==> src/rtl/adcr_pkg.sv <==
package adcr_pkg;

   // host register addresses
   localparam logic [2:0] REG_HEAD   = 3'd0;
   localparam logic [2:0] REG_TAIL   = 3'd1;
   localparam logic [2:0] REG_LEVEL  = 3'd2;
   localparam logic [2:0] REG_THRESH = 3'd3;
   localparam logic [2:0] REG_FLAGS  = 3'd4;
   localparam logic [2:0] REG_MASK   = 3'd5;

   // flag bit positions (consumers decode these)
   localparam int FB_THRESH  = 0;
   localparam int FB_DROP    = 1;
   localparam int FB_IN_HW   = 2;
   localparam int FB_OUT_EMP = 3;
   localparam int FB_OUT_SW  = 4;
   localparam int FB_OUT_HW  = 5;
   localparam int FB_CNT_END = 6;
   localparam int FB_CMD_END = 7;

endpackage

==> src/rtl/adcr_index.sv <==
module adcr_index #(
   parameter int DEPTH = 2003,
   parameter int AW    = $clog2(DEPTH)
) (
   input  logic          clk,
   input  logic          rst_n,
   input  logic          adv,
   input  logic          tail_we,
   input  logic [AW-1:0] tail_wdata,
   output logic [AW-1:0] head,
   output logic [AW-1:0] tail
);
   localparam logic [AW-1:0] LAST = AW'(DEPTH - 1);
   localparam bit IS_POW2 = ((DEPTH & (DEPTH - 1)) == 0);

   logic [AW-1:0] head_q, tail_q, head_nx;

   generate
      if (IS_POW2) begin : g_roll
         assign head_nx = head_q + 1'b1;
      end else begin : g_cmp
         assign head_nx = (head_q == LAST) ? '0 : head_q + 1'b1;
      end
   endgenerate

   always_ff @(posedge clk or negedge rst_n) begin
      if (!rst_n) begin
         head_q <= '0;
         tail_q <= '0;
      end else begin
         if (adv)     head_q <= head_nx;
         if (tail_we) tail_q <= tail_wdata;
      end
   end

   assign head = head_q;
   assign tail = tail_q;
endmodule

==> src/rtl/adcr_level.sv <==
module adcr_level #(
   parameter int DEPTH = 2003,
   parameter int AW    = $clog2(DEPTH)
) (
   input  logic [AW-1:0] head,
   input  logic [AW-1:0] tail,
   input  logic [AW-1:0] thresh,
   output logic [AW-1:0] level,
   output logic          full,
   output logic          at_thresh
);
   localparam logic [AW:0]   DEPTH_W = (AW+1)'(DEPTH);
   localparam logic [AW-1:0] LAST    = AW'(DEPTH - 1);

   logic [AW:0] diff;

   always_comb begin
      if (head >= tail) diff = {1'b0, head} - {1'b0, tail};
      else              diff = {1'b0, head} + DEPTH_W - {1'b0, tail};
   end

   assign level     = diff[AW-1:0];
   assign full      = (level == LAST);
   assign at_thresh = (thresh != '0) && (level >= thresh);
endmodule

==> src/rtl/adcr_flags.sv <==
module adcr_flags #(
   parameter int FW = 8
) (
   input  logic          clk,
   input  logic          rst_n,
   input  logic [FW-1:0] set_vec,
   input  logic [FW-1:0] clr_vec,
   input  logic          mask_we,
   input  logic [FW-1:0] mask_wdata,
   output logic [FW-1:0] flags,
   output logic [FW-1:0] mask,
   output logic          irq
);
   logic [FW-1:0] flags_q, mask_q;

   always_ff @(posedge clk or negedge rst_n) begin
      if (!rst_n) begin
         flags_q <= '0;
         mask_q  <= '0;
      end else begin
         flags_q <= (flags_q & ~clr_vec) | set_vec;
         if (mask_we) mask_q <= mask_wdata;
      end
   end

   assign flags = flags_q;
   assign mask  = mask_q;
   assign irq   = |(flags_q & mask_q);
endmodule

==> src/rtl/adc_ring_irq.sv <==
module adc_ring_irq #(
   parameter int DEPTH = 2003,
   parameter int DW    = 16,
   parameter int RW    = 16,
   parameter int FW    = 8,
   parameter int AW    = $clog2(DEPTH)
) (
   input  logic          clk,
   input  logic          rst_n,
   input  logic          smp_valid,
   input  logic [DW-1:0] smp_data,
   input  logic [FW-1:0] evt_in,
   output logic          mem_we,
   output logic [AW-1:0] mem_addr,
   output logic [DW-1:0] mem_wdata,
   input  logic          reg_we,
   input  logic [2:0]    reg_addr,
   input  logic [RW-1:0] reg_wdata,
   output logic [RW-1:0] reg_rdata,
   output logic          irq
);
   import adcr_pkg::*;

   localparam logic [RW-1:0] DEPTH_R = RW'(DEPTH);

   generate
      if (DEPTH < 2) begin : g_bad_depth
         $error("DEPTH must be at least 2");
      end
      if (AW > RW) begin : g_bad_aw
         $error("index width exceeds register width");
      end
      if (FW < 8 || FW > RW) begin : g_bad_fw
         $error("flag width must be 8..RW");
      end
   endgenerate

   logic [AW-1:0] head, tail, level, thresh_q;
   logic          full, at_thresh, accept, drop, tail_we;
   logic [FW-1:0] set_vec, clr_vec, flags, mask;

   assign accept  = smp_valid && !full;
   assign drop    = smp_valid && full;
   assign tail_we = reg_we && (reg_addr == REG_TAIL) && (reg_wdata < DEPTH_R);

   adcr_index #(.DEPTH(DEPTH), .AW(AW)) u_index (
      .clk        (clk),
      .rst_n      (rst_n),
      .adv        (accept),
      .tail_we    (tail_we),
      .tail_wdata (reg_wdata[AW-1:0]),
      .head       (head),
      .tail       (tail)
   );

   adcr_level #(.DEPTH(DEPTH), .AW(AW)) u_level (
      .head      (head),
      .tail      (tail),
      .thresh    (thresh_q),
      .level     (level),
      .full      (full),
      .at_thresh (at_thresh)
   );

   always_ff @(posedge clk or negedge rst_n) begin
      if (!rst_n)                                  thresh_q <= '0;
      else if (reg_we && reg_addr == REG_THRESH)   thresh_q <= reg_wdata[AW-1:0];
   end

   always_comb begin
      set_vec            = evt_in;
      set_vec[FB_THRESH] = evt_in[FB_THRESH] | at_thresh;
      set_vec[FB_DROP]   = evt_in[FB_DROP] | drop;
      clr_vec = (reg_we && reg_addr == REG_FLAGS) ? reg_wdata[FW-1:0] : '0;
   end

   adcr_flags #(.FW(FW)) u_flags (
      .clk        (clk),
      .rst_n      (rst_n),
      .set_vec    (set_vec),
      .clr_vec    (clr_vec),
      .mask_we    (reg_we && reg_addr == REG_MASK),
      .mask_wdata (reg_wdata[FW-1:0]),
      .flags      (flags),
      .mask       (mask),
      .irq        (irq)
   );

   assign mem_we    = accept;
   assign mem_addr  = head;
   assign mem_wdata = smp_data;

   always_comb begin
      reg_rdata = '0;
      case (reg_addr)
         REG_HEAD:   reg_rdata = RW'(head);
         REG_TAIL:   reg_rdata = RW'(tail);
         REG_LEVEL:  reg_rdata = RW'(level);
         REG_THRESH: reg_rdata = RW'(thresh_q);
         REG_FLAGS:  reg_rdata = RW'(flags);
         REG_MASK:   reg_rdata = RW'(mask);
         default:    reg_rdata = '0;
      endcase
   end
endmodule

==> config.mk <==
export PLATFORM = sky130hd
export DESIGN_NAME = adc_ring_irq
export DESIGN_NICKNAME = d
export VERILOG_FILES = /design/src/rtl/adcr_pkg.sv /design/src/rtl/adcr_index.sv /design/src/rtl/adcr_level.sv /design/src/rtl/adcr_flags.sv /design/src/rtl/adc_ring_irq.sv
export SDC_FILE = /design/constraint.sdc
export NUM_CORES = 1
export LEC_CHECK = 0
export BUFFER_PORTS_ARGS = -buffer_cell sky130_fd_sc_hd__buf_2
export CAP_MARGIN = 0
export CORE_MARGIN = 1
export CORE_UTILIZATION = 45
export CTS_BUF_LIST = sky130_fd_sc_hd__clkbuf_16
export CTS_CLUSTER_SIZE = 14
export DETAILED_ROUTE_END_ITERATION = 7
export PLACE_DENSITY = 0.67
export SYNTH_ARGS = -nofsm -noshare
export SYNTH_HDL_FRONTEND = slang
export SYNTH_SLANG_ARGS = --single-unit
==> constraint.sdc <==
create_clock -name clk -period 6.2 [get_ports clk]
set_clock_uncertainty 0.1 [all_clocks]
set_input_delay 0.93 -clock clk [delete_from_list [all_inputs] [get_ports clk]]
set_output_delay 0.93 -clock clk [all_outputs]
set_load 0.01 [all_outputs]
After elaboration in Yosys (flattened, before gate mapping):

Cells that the tools add are included.

* bits in registers: 49
* latch bits: 0
* memory bits (writable): 0
* ROM bits: 0
* input bits: 47
* output and inout port bits: 45
* logic and storage cells: 41
* memories kept: 0

* add/sub/neg operators: 4
* multiply operators: 0
* divide/modulo/power cells: 0
* $lt $le $gt $ge: 3
* equal/unequal tests: 7
* shift operators: 0
* multiplexer cells: 4
* bitwise operators: 6
* reduce and logical (&&, ||, !) cells: 12

Operator list (count)
* case mux 11 bit (6 select lines): 1
* equality test 11 bit, second input constant: 2
* >= comparator 11 bit: 2
* two-way mux 11 bit: 2
* subtractor 11 bit: 2
* bitwise AND 8 bit: 2
* < comparator 16 x 11 -> 1 bit, second input constant: 1
* adder 11 x 1 -> 11 bit, second input constant: 1
* adder 11 bit, second input constant: 1
* nonzero test 11 bit: 1
* logical AND 1 bit: 8
* two-way mux 8 bit: 1
* inverter 8 bit: 1
* OR 8 bit: 1
* OR reduction 8 bit: 1
* equality test 3 x 2 -> 1 bit, second input constant: 2
* equality test 3 bit, second input constant: 2
* equality test 3 x 1 -> 1 bit, second input constant: 1
* logical NOT 3 bit: 1
* OR 1 bit: 2
* logical NOT 1 bit: 1

Depth between registers and ports, before layout:

* depth in word-level cells: 7
* mapped depth: 18
* depth with buffers taken out: 16

Modules after synthesis:

A second synthesis with hierarchy kept.

* cells, all modules: 470
* area, all modules: 4488.1 sq um

Modules (own cells, without submodules)
* adcr_level: times used 1, cells an instance 211, area an instance 1556.5 sq um, seq. area each 0.0 sq um
* adc_ring_irq: times used 1, cells an instance 132, area an instance 1256.2 sq um, seq. area each 275.3 sq um
* adcr_index: times used 1, cells an instance 81, area an instance 1017.2 sq um, seq. area each 550.5 sq um
* adcr_flags: times used 1, cells an instance 46, area an instance 658.1 sq um, seq. area each 400.4 sq um

Least setup slack after synthesis:

Ideal clock, no wire load.

* kind: flip-flop to output port
* start point: reg u_index.head_q[0] (netlist: u_index.head[0])
* end point: out reg_rdata[10]
* data arrival time: 3169 ps
* data required time: 5170 ps
* path slack: 2001 ps
* stages on the path, launching flop included: 14
* path buffers: 0
* path through: dfrtp_1 > inv_1 > ha_1 > inv_1 > fa_1 > a21oi_1 > o211ai_1 > a31o_1 > o31ai_1 > mux2_2 > or3_4 > clkinv_4 > mux4_2 > nor2b_1

* cells in the longest elaborated chain, start to end: 4
* elaborated cells between the ends (all ways): 6
* those cells by class: add/sub (3); order compare (1); mux (2)

RTL lines
* start, declared: RTL line adcr_index.sv:16 `logic [AW-1:0] head_q, tail_q, head_nx;`
* start signal, assigned: RTL line adcr_index.sv:31 `if (adv) head_q <= head_nx;`
* adder 11 bit: RTL line adcr_level.sv:19 `else diff = {1'b0, head} + DEPTH_W - {1'b0, tail};`
* subtractor 11 bit: RTL line adcr_level.sv:19
* two-way mux 11 bit (*): RTL line adcr_level.sv:18 `if (head >= tail) diff = {1'b0, head} - {1'b0, tail};`
* case mux 11 bit (6 select lines) (*): RTL line adc_ring_irq.sv:95 `case (reg_addr)`
* end, declared: RTL line adc_ring_irq.sv:19 `output logic [RW-1:0] reg_rdata,`

Every way passes the cells marked *; elsewhere a longest branch is shown, timed or not.

Worst setup path after layout:

Ends and elaborated chain as after synthesis.

==> results_tabular.tex <==
\begin{tabular}{lr}
\hline
Metric & Value \\
\hline
\multicolumn{2}{l}{\textbf{Run status}} \\
\quad Outcome & finished, final reports clean \\
\multicolumn{2}{l}{\textbf{Logic synthesis}} \\
\quad Number of flops mapped to enable cells by yosys & 0 \\
\quad Top post-synthesis cells by area & sky130\_fd\_sc\_hd\_\_dfrtp\_1, sky130\_fd\_sc\_hd\_\_ha\_1, sky130\_fd\_sc\_hd\_\_mux2\_2, sky130\_fd\_sc\_hd\_\_inv\_1, sky130\_fd\_sc\_hd\_\_buf\_4 \\
\quad Share of the synthesized area in the top cell type & 26.6\% \\
\quad Most instantiated flip-flop cell in the synthesis netlist & sky130\_fd\_sc\_hd\_\_dfrtp\_1 \\
\quad Top cells by count, synth & sky130\_fd\_sc\_hd\_\_dfrtp\_1, sky130\_fd\_sc\_hd\_\_inv\_1, sky130\_fd\_sc\_hd\_\_ha\_1 \\
\quad Synth Register Bits & 49 \\
\quad Library cell with the largest summed area after synthesis & sky130\_fd\_sc\_hd\_\_dfrtp\_1 \\
\quad Post-synthesis async set-or-reset flop share & 100\% \\
\quad Synth unique cells & 74 \\
\quad Number of warning messages in the yosys log & 0 \\
\quad Mean cell area of the mapped netlist & 9.35 µm² \\
\quad Part of the Yosys area used for sequential elements & 26.6\% \\
\quad Synthesized netlist cell count & 493 \\
\quad Post-synthesis cell area & 4610 µm² \\
\multicolumn{2}{l}{\textbf{Clocking}} \\
\quad Maximum clock path buffer count & 2 \\
\quad Cts bufs inserted & 5 \\
\quad CTS HTree Levels & 2 \\
\quad CTS clk-pin slew, worst paths & 70 ps \\
\quad Later-pin clock latency in the skew report & 290 ps \\
\quad TritonCTS clock tree & built \\
\quad Hold bufs inserted after CTS & 0 \\
\quad Clk sinks & 49 \\
\quad Root buffer selected by CTS & sky130\_fd\_sc\_hd\_\_clkbuf\_16 \\
\quad Post-CTS Resized & 0 \\
\quad Post-CTS Setup Inserts & 0 \\
\multicolumn{2}{l}{\textbf{Setup path}} \\
\quad Required @ worst endpoint & 5170 ps \\
\quad Classification of the worst setup path & register to output port \\
\quad Setup slack of the worst register-to-register path & 1720 ps \\
\quad Critical path data arrival time & 3960 ps \\
\quad Highest net fanout along the worst path & 12 \\
\quad CP Capture Type & output port \\
\quad Critical path launch point type & register \\
\multicolumn{2}{l}{\textbf{Placement}} \\
\quad Placed wire-length estimate after detailed placement & 9940 µm \\
\quad Gpl congestion & 0.967 \\
\quad Count of input and output buffers & 54 \\
\quad Post-Place Worst Slack & 1530 ps \\
\quad Total placed cells including tap cells & 645 \\
\multicolumn{2}{l}{\textbf{Drt}} \\
\quad Detailed-router iteration count before antenna repair & 5 \\
\quad Post-detailed-route count of antenna-violating nets & 0 \\
\quad Via count & 3867 \\
\quad Via/cell ratio & 5.92 \\
\quad Number of remaining DRC errors & 0 \\
\quad Total wire length & 12500 µm \\
\quad Starting DRC count in detailed routing & 283 \\
\quad Detail-routed net length per standard cell & 19.1 µm \\
\multicolumn{2}{l}{\textbf{Die}} \\
\quad Core footprint & 9860 µm² \\
\quad Die Outline Area & 10700 µm² \\
\quad Number of standard-cell rows in the floorplan & 36 \\
\quad I/O pin cnt & 92 \\
\quad Die W & 103 µm \\
\quad Initial core utilization & 46.7\% \\
\quad Die Y & 103 µm \\
\multicolumn{2}{l}{\textbf{Timing}} \\
\quad Final setup margin & 1210 ps \\
\quad Hold Vio Cnt, Final & 0 \\
\quad Final critical-path required period & 4990 ps \\
\quad Final clock period utilization by the worst path & 80.6\% \\
\quad Final setup violation count & 0 \\
\quad Maximum achievable frequency & 200 MHz \\
\quad Fin Setup TNS & 0 ps \\
\quad Slew @ Worst Pin & 1180 ps \\
\quad RSZ-0062 raised after global routing & false \\
\quad Slew HR & 21.1\% \\
\quad Final slew viol count & 0 \\
\multicolumn{2}{l}{\textbf{Global routing}} \\
\quad Via count of the first global-routing pass & 3783 \\
\quad First-pass GRT wire length & 20100 µm \\
\quad Total grt overflow & 0 \\
\quad Antenna violations before repair & 0 \\
\quad Combined global-route utilization of all metal layers & 25.2\% \\
\quad Largest net degree at the start of global routing & 50 \\
\multicolumn{2}{l}{\textbf{Flow run}} \\
\quad Max cap viols & 0 \\
\multicolumn{2}{l}{\textbf{Layout}} \\
\quad Final layout net count & 611 \\
\quad Number of filler cells placed in the layout & 944 \\
\quad Layout cell share with drive strength beyond 1 & 23.1\% \\
\quad Diodes inserted & 0 \\
\quad Syn-to-layout area delta & 7.76\% \\
\quad Post-Layout Cell Count & 653 \\
\quad Layout Utilization & 50.4\% \\
\multicolumn{2}{l}{\textbf{Power and ir drop}} \\
\quad Leakage power of the design & 0.00216 µW \\
\quad IR drop worst, VDD & 238 µV \\
\quad Pwr per Cell Area & 394 nW/µm² \\
\multicolumn{2}{l}{\textbf{Min path}} \\
\quad Hold Path Class & register to register \\
\hline
\end{tabular}
-- layer usage --
layer / part of all wire, % / global-route usage [%] / up-vias
li1: - / - / 1813
met1: 43 / 33.1 / 1899
met2: 50 / 43.1 / 129
met3: 4.4 / 2.62 / 26
met4: 3.2 / 9.53 / 0
met5: 0 / 0 / -
-- worst max-delay path, stage by stage (launching register included) --
cell	delay, ps
sky130_fd_sc_hd__dfrtp_1	460
sky130_fd_sc_hd__inv_1	120
sky130_fd_sc_hd__ha_1	220
sky130_fd_sc_hd__inv_1	70
sky130_fd_sc_hd__fa_1	400
sky130_fd_sc_hd__a21oi_1	290
sky130_fd_sc_hd__o211ai_1	140
sky130_fd_sc_hd__a31o_1	250
sky130_fd_sc_hd__o31ai_1	270
sky130_fd_sc_hd__mux2_2	380
sky130_fd_sc_hd__or3_4	430
sky130_fd_sc_hd__clkinv_4	130
sky130_fd_sc_hd__mux4_2	230
sky130_fd_sc_hd__nor2b_1	140
sky130_fd_sc_hd__buf_2	150
-- cells in the final DEF, fill, tap and decap left out, drive strengths merged, types with 8 or more instances in the layout --
cell,instances
nor2,21
inv,51
nor2b,8
nand3,14
dfrtp,49
o21ai,19
mux2i,10
mux2,38
buf,56
ha,40
nand2,29
nor3,9
a21o,10
a21oi,20
-- sequential cells by signal (all words and copies together), names as in the netlist --
signal / flops
u_index.tail: 11
u_index.head: 11
u_flags.mask: 8
u_flags.flags: 8
thresh_q: 11
-- stage by stage --
stage | total power, µW | hold slack, ps | instance area [µm²]
finish | 1960 | 420 | 4970
global placement | 1600 | 400 | 4790
floorplan | 1320 | 367 | 4620
CTS | 1960 | 419 | 4970
detailed placement | 1630 | 403 | 4790
global route | 2110 | 449 | 4970
-- cell families (layout without fill, tap and decap cells) --
| logic type | count (synthesis) | count (layout) | synth area share (%) |
|---|---|---|---|
| and+or+nand+nor | 126 | 126 | 15.0 |
| AOI/OAI and AO/OA | 114 | 114 | 17.8 |
| buffers and inverters | 92 | 115 | 10.4 |
| muxes | 55 | 55 | 15.0 |
| DFF | 49 | 49 | 26.6 |
| adders and majority gates | 45 | 45 | 13.0 |
| xor gates and xnor gates | 11 | 11 | 2.09 |
| other | 1 | 5 | 0.0814 |
-- worst paths after layout --
check                                             from                           to  depth (start not counted)
max                        u_index.head[0]$_DFFE_PN0P_                reg_rdata[10]                         14
min                        u_index.tail[1]$_DFFE_PN0P_  u_index.tail[1]$_DFFE_PN0P_                          1
max reg2reg                u_index.head[3]$_DFFE_PN0P_   u_flags.flags[0]$_DFF_PN0_                         15
min reg2reg                u_index.tail[1]$_DFFE_PN0P_  u_index.tail[1]$_DFFE_PN0P_                          1
max in group asynchronous                        rst_n  u_index.head[2]$_DFFE_PN0P_                          1
min in group asynchronous                        rst_n  u_index.tail[8]$_DFFE_PN0P_                          1
-- where the power goes --
part | total [µW] | switching, µW | internal, µW | leakage, µW
Sequential | 486 | 110 | 376 | 0.000576
Combinational | 1150 | 653 | 501 | 0.00150
Clock | 317 | 123 | 193 | 0.0000848
Total | 1960 | 887 | 1070 | 0.00216
-- cell type report --
cell class | count | area [µm²] | area share (%)
Multi-Input combinational cell | 356 | 2920 | 58.8
Sequential cell | 49 | 1230 | 24.7
Timing Repair Buffer | 56 | 285 | 5.74
Inverter | 51 | 196 | 3.95
Tap cell | 133 | 166 | 3.35
Clock buffer | 5 | 125 | 2.52
Clock inverter | 3 | 47.5 | 0.957
Power figures use the tool's default switching activity.
